<file path="config.mk">
export PLATFORM = sky130hd
export DESIGN_NAME = batt_test_sched
export DESIGN_NICKNAME = d
export VERILOG_FILES = /design/src/rtl/bts_pkg.sv /design/src/rtl/bts_timebase.sv /design/src/rtl/bts_ctl_reg.sv /design/src/rtl/bts_pulse.sv /design/src/rtl/bts_warn.sv /design/src/rtl/batt_test_sched.sv
export SDC_FILE = /design/constraint.sdc
export NUM_CORES = 1
export LEC_CHECK = 0
export ABC_AREA = 1
export CELL_PAD_IN_SITES_DETAIL_PLACEMENT = 1
export CELL_PAD_IN_SITES_GLOBAL_PLACEMENT = 1
export CORE_MARGIN = 5
export CORE_UTILIZATION = 30
export DETAILED_ROUTE_END_ITERATION = 16
export PLACE_DENSITY_LB_ADDON = 0.05
export SYNTH_ARGS = -nofsm -noshare
export SYNTH_HDL_FRONTEND = slang
export SYNTH_SLANG_ARGS = --single-unit
</file>
<file path="constraint.sdc">
create_clock -name clk -period 1.36 [get_ports clk]
set_clock_uncertainty 0.1 [all_clocks]
set_input_delay 0.272 -clock clk [delete_from_list [all_inputs] [get_ports clk]]
set_output_delay 0.272 -clock clk [all_outputs]
set_load 0.01 [all_outputs]
</file>
<file path="src/rtl/bts_pkg.sv">
// Shared constants and types for the battery load-test scheduler.
// Assumes: one command byte value requests a test; control fields sit at
// fixed bit positions that software writes.
package bts_pkg;
    localparam logic [7:0] CMD_FORCE_TEST = 8'h1A;
    localparam int         BIT_ON_BLINK   = 0;
    localparam int         BIT_LO_BLINK   = 1;
    localparam int         BIT_EXT_SEL    = 5;
    localparam logic [7:0] CTL_MASK       = 8'h23;

    typedef struct packed {
        logic ext_sel;
        logic lo_blink;
        logic on_blink;
    } ctl_t;

    typedef enum logic [1:0] {
        ST_IDLE   = 2'd0,
        ST_FIRST  = 2'd1,
        ST_SECOND = 2'd2
    } tst_state_e;
endpackage

</file>
<file path="src/rtl/bts_timebase.sv">
// Time base: keeps the shared blink phase and counts half ticks through one day.
// Assumes half_tick is a single-cycle strobe every 0.5 s.
module bts_timebase #(
    parameter int HALF_PER_DAY = 172800
) (
    input  logic clk,
    input  logic rst_n,
    input  logic half_tick,
    output logic blink_ph,
    output logic day_due
);
    localparam int CW = (HALF_PER_DAY > 1) ? $clog2(HALF_PER_DAY) : 1;
    localparam logic [CW-1:0] LAST = CW'(HALF_PER_DAY - 1);

    logic [CW-1:0] cnt_q;
    logic          ph_q;

    // Advance the day position and the blink phase on every half tick.
    always_ff @(posedge clk) begin
        if (!rst_n) begin
            cnt_q <= '0;
            ph_q  <= 1'b0;
        end else if (half_tick) begin
            ph_q  <= ~ph_q;
            cnt_q <= (cnt_q == LAST) ? '0 : cnt_q + 1'b1;
        end
    end

    // A day ends on the half tick that wraps the counter.
    always_comb begin
        day_due  = half_tick && (cnt_q == LAST);
        blink_ph = ph_q;
    end
endmodule

</file>
<file path="src/rtl/bts_ctl_reg.sv">
// Control register: two blink enables and the external network select.
// Assumes a single-cycle write strobe; unused bits are not stored.
module bts_ctl_reg
    import bts_pkg::*;
(
    input  logic       clk,
    input  logic       rst_n,
    input  logic       wr,
    input  logic [7:0] wdata,
    output ctl_t       ctl,
    output logic [7:0] rdata
);
    ctl_t ctl_q;
    logic unused_bits;

    // Capture the three defined fields on a write.
    always_ff @(posedge clk) begin
        if (!rst_n) begin
            ctl_q <= '0;
        end else if (wr) begin
            ctl_q.on_blink <= wdata[BIT_ON_BLINK];
            ctl_q.lo_blink <= wdata[BIT_LO_BLINK];
            ctl_q.ext_sel  <= wdata[BIT_EXT_SEL];
        end
    end

    // Place the fields back at their bit positions for readback.
    always_comb begin
        rdata               = 8'h00;
        rdata[BIT_ON_BLINK] = ctl_q.on_blink;
        rdata[BIT_LO_BLINK] = ctl_q.lo_blink;
        rdata[BIT_EXT_SEL]  = ctl_q.ext_sel;
        ctl                 = ctl_q;
    end

    assign unused_bits = ^{wdata[7:6], wdata[4:2]};
endmodule

</file>
<file path="src/rtl/bts_pulse.sv">
// Test pulse sequencer: starts a one-second pulse on a day boundary or on a
// queued force command, and samples the comparator as the pulse ends.
// Assumes every pulse starts and ends on a half tick.
module bts_pulse
    import bts_pkg::*;
(
    input  logic       clk,
    input  logic       rst_n,
    input  logic       half_tick,
    input  logic       day_due,
    input  logic       cmd_valid,
    input  logic [7:0] cmd_code,
    input  logic       cmp_low,
    output logic       test,
    output logic       low_flag
);
    tst_state_e st_q;
    logic       pend_q;
    logic       low_q;
    logic       cmd_hit;

    // Decode the force command.
    always_comb cmd_hit = cmd_valid && (cmd_code == CMD_FORCE_TEST);

    // Sequence the pulse over two half ticks and keep the force request.
    always_ff @(posedge clk) begin
        if (!rst_n) begin
            st_q   <= ST_IDLE;
            pend_q <= 1'b0;
            low_q  <= 1'b0;
        end else begin
            if (cmd_hit && (st_q == ST_IDLE) && !half_tick) begin
                pend_q <= 1'b1;
            end
            if (half_tick) begin
                case (st_q)
                    ST_IDLE: begin
                        if (day_due || pend_q || cmd_hit) begin
                            st_q   <= ST_FIRST;
                            pend_q <= 1'b0;
                        end
                    end
                    ST_FIRST:  st_q <= ST_SECOND;
                    ST_SECOND: begin
                        st_q  <= ST_IDLE;
                        low_q <= cmp_low;
                    end
                    default:   st_q <= ST_IDLE;
                endcase
            end
        end
    end

    // Expose the pulse and the low-battery flag.
    always_comb begin
        test     = (st_q != ST_IDLE);
        low_flag = low_q;
    end
endmodule

</file>
<file path="src/rtl/bts_warn.sv">
// Warning drivers: each active-low output is high when idle, low when active
// and steady, or follows the shared blink phase when active and blinking.
// Assumes blink_ph is common to all channels so that they blink together.
module bts_warn #(
    parameter int N = 2
) (
    input  logic [N-1:0] active,
    input  logic [N-1:0] blink_en,
    input  logic         blink_ph,
    output logic [N-1:0] out_n
);
    for (genvar i = 0; i < N; i++) begin : g_ch
        // Choose idle-high, steady-low or phase for one channel.
        always_comb begin
            if (!active[i])       out_n[i] = 1'b1;
            else if (blink_en[i]) out_n[i] = blink_ph;
            else                  out_n[i] = 1'b0;
        end
    end
endmodule

</file>
<file path="src/rtl/batt_test_sched.sv">
// Top of the battery load-test scheduler: day timing, force command,
// network select, low-battery flag and warning drivers.
// Assumes half_tick arrives every 0.5 s; DAY_SECS sets the test interval.
module batt_test_sched
    import bts_pkg::*;
#(
    parameter int DAY_SECS = 86400
) (
    input  logic       clk,
    input  logic       rst_n,
    input  logic       half_tick,
    input  logic       cmd_valid,
    input  logic [7:0] cmd_code,
    input  logic       ctl_wr,
    input  logic [7:0] ctl_wdata,
    input  logic       on_batt,
    input  logic       cmp_low,
    output logic [7:0] ctl_rdata,
    output logic       test_o,
    output logic       int_load_en,
    output logic       int_div_en,
    output logic       batt_low,
    output logic       batt_on_n,
    output logic       batt_lo_n
);
    localparam int HALF_PER_DAY = 2 * DAY_SECS;

    ctl_t       ctl;
    logic       blink_ph;
    logic       day_due;
    logic [1:0] warn_n;

    bts_timebase #(.HALF_PER_DAY(HALF_PER_DAY)) u_tb (
        .clk      (clk),
        .rst_n    (rst_n),
        .half_tick(half_tick),
        .blink_ph (blink_ph),
        .day_due  (day_due)
    );

    bts_ctl_reg u_ctl (
        .clk  (clk),
        .rst_n(rst_n),
        .wr   (ctl_wr),
        .wdata(ctl_wdata),
        .ctl  (ctl),
        .rdata(ctl_rdata)
    );

    bts_pulse u_pulse (
        .clk      (clk),
        .rst_n    (rst_n),
        .half_tick(half_tick),
        .day_due  (day_due),
        .cmd_valid(cmd_valid),
        .cmd_code (cmd_code),
        .cmp_low  (cmp_low),
        .test     (test_o),
        .low_flag (batt_low)
    );

    bts_warn #(.N(2)) u_warn (
        .active  ({batt_low, on_batt}),
        .blink_en({ctl.lo_blink, ctl.on_blink}),
        .blink_ph(blink_ph),
        .out_n   (warn_n)
    );

    // Route the network select and the warning outputs.
    always_comb begin
        int_div_en  = ~ctl.ext_sel;
        int_load_en = test_o & ~ctl.ext_sel;
        batt_on_n   = warn_n[0];
        batt_lo_n   = warn_n[1];
    end
endmodule

</file>
==> results of run 1 <==
-- where the power goes --
| part | total (mW) | internal [mW] | switching, mW |
|---|---|---|---|
| clock network | 0.503 | 0.259 | 0.245 |
| registers | 0.790 | 0.776 | 0.0132 |
| logic | 0.197 | 0.108 | 0.0883 |
| total | 1.49 | 1.14 | 0.346 |
-- flip-flops by register name (all words and copies together) (netlist names) --
register / count
u_ctl.ctl: 3
u_pulse.low_flag: 1
u_pulse.pend_q: 1
u_pulse.st_q: 2
u_tb.blink_ph: 1
u_tb.cnt_q: 18
-- critical path, delay by kind of cell (launching register included) --
family,cells,cell delay (ns)
compound gates,1,0.12
flops,1,0.37
fa+ha+maj,1,0.16
simple gates,7,0.61
-- placed cells by master (no fill, tap or decap), drive strengths merged --
cell type,count
a211oi,1
a21oi,12
a31oi,1
buf,36
clkbuf,5
clkdlybuf4s50,14
conb,5
dfxtp,26
dlygate4sd2,6
dlymetal6s2s,2
ha,1
inv,25
nand2,39
nand3,11
nand4,2
nor2,49
nor3,9
nor3b,1
o21ai,6
o21bai,1
o22ai,1
xnor2,2
xor2,3
-- area by class of cell --
class / count / area [um^2] / area share, %
clock buffers: 4 / 55.1 / 2.61
multi-input cells: 144 / 847 / 40.1
inverters: 25 / 98.8 / 4.68
flip-flops and latches: 26 / 541 / 25.6
repair buffers: 59 / 505 / 23.9
well taps: 52 / 65.1 / 3.08
-- what timing repair did --
item,4_1_cts,5_1_grt
resized for setup,47,28
setup endpoints to repair,26,21
setup buffers,3,0
gates cloned,1,0
pin swaps,13,9
-- cell families after synthesis --
family | count (synthesis) | share of synthesized area [%]
xor gates and xnor gates | 5 | 3.25
AOI/OAI and AO/OA | 22 | 9.00
adders and majority gates | 1 | 0.927
buffers and inverters | 31 | 10.6
and+or+nand+nor | 110 | 37.4
other | 1 | 0.278
DFF | 26 | 38.6
-- metrics by stage --
step / area (um^2) / utilization, % / std cells / setup TNS (ns) / power, mW
2_1_floorplan: 1380 / - / 200 / -0.0663 / 0.883
3_3_place_gp: 1890 / 43.5 / 302 / -6.75 / 0.991
3_5_place_dp: 1890 / 43.5 / 302 / -7.24 / 0.997
4_1_cts: 2030 / 46.7 / 310 / -0.315 / 1.51
5_1_grt: 2110 / 48.5 / 310 / -1.35 / 1.57
6_report: 2110 / 48.5 / 310 / -0.304 / 1.49
-- worst max path at each step --
stage | start | to | slack (ns)
6_report | u_tb.cnt_q[1]$_SDFFE_PN0P_ | u_pulse.st_q[0]$_SDFFE_PN0P_ | -0.07
5_1_grt | u_tb.cnt_q[1]$_SDFFE_PN0P_ | u_pulse.st_q[0]$_SDFFE_PN0P_ | -0.15
3_5_place_dp | half_tick | u_tb.cnt_q[17]$_SDFFE_PN0P_ | -0.49
3_3_place_gp | half_tick | u_tb.cnt_q[16]$_SDFFE_PN0P_ | -0.45
4_1_cts | u_tb.cnt_q[1]$_SDFFE_PN0P_ | u_tb.cnt_q[15]$_SDFFE_PN0P_ | -0.09
2_1_floorplan | u_tb.cnt_q[1]$_SDFFE_PN0P_ | u_tb.cnt_q[17]$_SDFFE_PN0P_ | -0.02
-- per-layer routing --
layer,global-route usage (%),up-vias
met1,17.3,684
met2,25.4,17
met3,2.58,2
li1,-,732
met4,3.95,0
met5,0,-
==> impl_metrics.tcl, run 1 <==
set metrics [dict create \
    cts_hold_buf 0 \
    postRouteAntennaNets 0 \
    rsz0062_at_grt "yes" \
    yosys_warnings 0 \
    cts_root_buf "clkbuf_8" \
    synth_area_leaders "dfxtp_1 39%, nor2_1 12%, nand2_1 8.3%" \
    ir_worst_vdd_v 0.000348 \
    p_leak_nw 0.940 \
    initial_core_util_pct 31.0 \
    critPathMaxFanout 3 \
    die_y_um 77.1 \
    path_clk_slew_ns 0.09 \
    async_flop_share_pct 0 \
    port_buffers 26 \
    first_iter_violations 32 \
    rows 24 \
    outcome "finished, violations left" \
    first_pass_iters 4 \
    dr_wl_met2_mm 2.26 \
    antenna_found_initial 0 \
    vias 1435 \
    worstHoldPathType "reg2reg" \
    powerDensity_nw_per_um2 705 \
    whs_endpoint "u_ctl.ctl[2]$_SDFFE_PN0P_" \
    clk_path_buf_depth 2 \
    post-route-min-period_ns 1.43 \
    dp_hpwl_mm 3.35 \
    violations "setup timing" \
    crit_type "reg2reg" \
    synth_seq_cells 26 \
    holdWs_ns 0.377 \
    die_w_um 77.1 \
    vias_per_cell 4.63 \
    worst_slack_ns -0.0699 \
    synthFlopType "dfxtp_1" \
    r2r_cells 9 \
    grtUsageTotal_pct 14.2 \
    yosysMostFrequentCell "nor2_1" \
    nFillCells 546 \
    max_clock_freq_mhz 699 \
    globalplace.congestion 0.807 \
    synth_enable_flop_cells 0 \
    dr_wl_met3_um 126 \
    syn_area_um2 1350 \
    syn_to_final_growth_pct 56.6 \
    synth-seq-area-share_pct 38.6 \
    r2r-start "u_tb.cnt_q[1]$_SDFFE_PN0P_" \
    numCtsBuffers 3 \
    cp_slowest_cell "dfxtp_2" \
    period_share_pct 105 \
    synthDistinctLibCells 26 \
    synth_top_area_share_pct 38.6 \
    end_kind "flip-flop" \
    arrival_ns 1.53 \
    synth_common_cells "42 x nor2_1, 30 x nand2_1, 26 x dfxtp_1" \
    finalNetCount 283 \
    critPathLaunchType "flip-flop" \
    timing.critical_path.mode_cell "nand2_4" \
    die_area_um2 5940 \
    clk_latency_ns 0.27 \
    grt_pass1_wl_mm 7.01 \
    cts_tree "built" \
    slew_violations 0 \
    reg2reg_slack_ns -0.07 \
    hold_path_depth 2 \
    drc 0 \
    routed.top_layer "met4" \
    synth_largest_area_cell "dfxtp_1" \
    clock_sinks 26 \
    dp_worst_setup_slack_ns -0.493 \
    wl_met1_mm 1.81 \
    hold_viol 0 \
    h-tree-depth 1 \
    gr-total-overflow 0 \
    required_ns 1.46 \
    grt_max_degree 15 \
    finalSetupViolCount 10 \
    drive_gt1_share_pct 38.8 \
    syn_area_per_cell_um2 6.88 \
    crit_path_cell_trace "ha_4 -> nand2_4 -> nor2_4 -> nand2_4 -> nor2_4 -> nand2_4 -> nand2_2 -> nand2_1 -> a21oi_2" \
    r2r-end "u_pulse.st_q[0]$_SDFFE_PN0P_" \
    wl_per_cell_um 13.6 \
    antenna_cells 0 \
    slowest_delay_ns 0.37 \
    postSynthCellCount 196 \
    min_from "u_ctl.ctl[2]$_SDFFE_PN0P_" \
    max_cap_violations 0 \
    core_area_um2 4350 \
    grt_pass1_vias 1538 \
    io_pins 37 \
    routed_wl_mm 4.22 \
]
Power figures use the tool's default switching activity.
==> inputs of run 2 (changes only) <==
CTS_CLUSTER_DIAMETER = 80   (was unset)
==> results of run 2 <==
Final layout, timing and power as in run 1 (identical DEF).
==> inputs of run 3 (changes only) <==
ABC_CLOCK_PERIOD_IN_PS = 1360   (was unset)
SLEW_MARGIN = 25   (was unset)
==> results of run 3 <==
Final layout, timing and power as in run 1 (identical DEF).
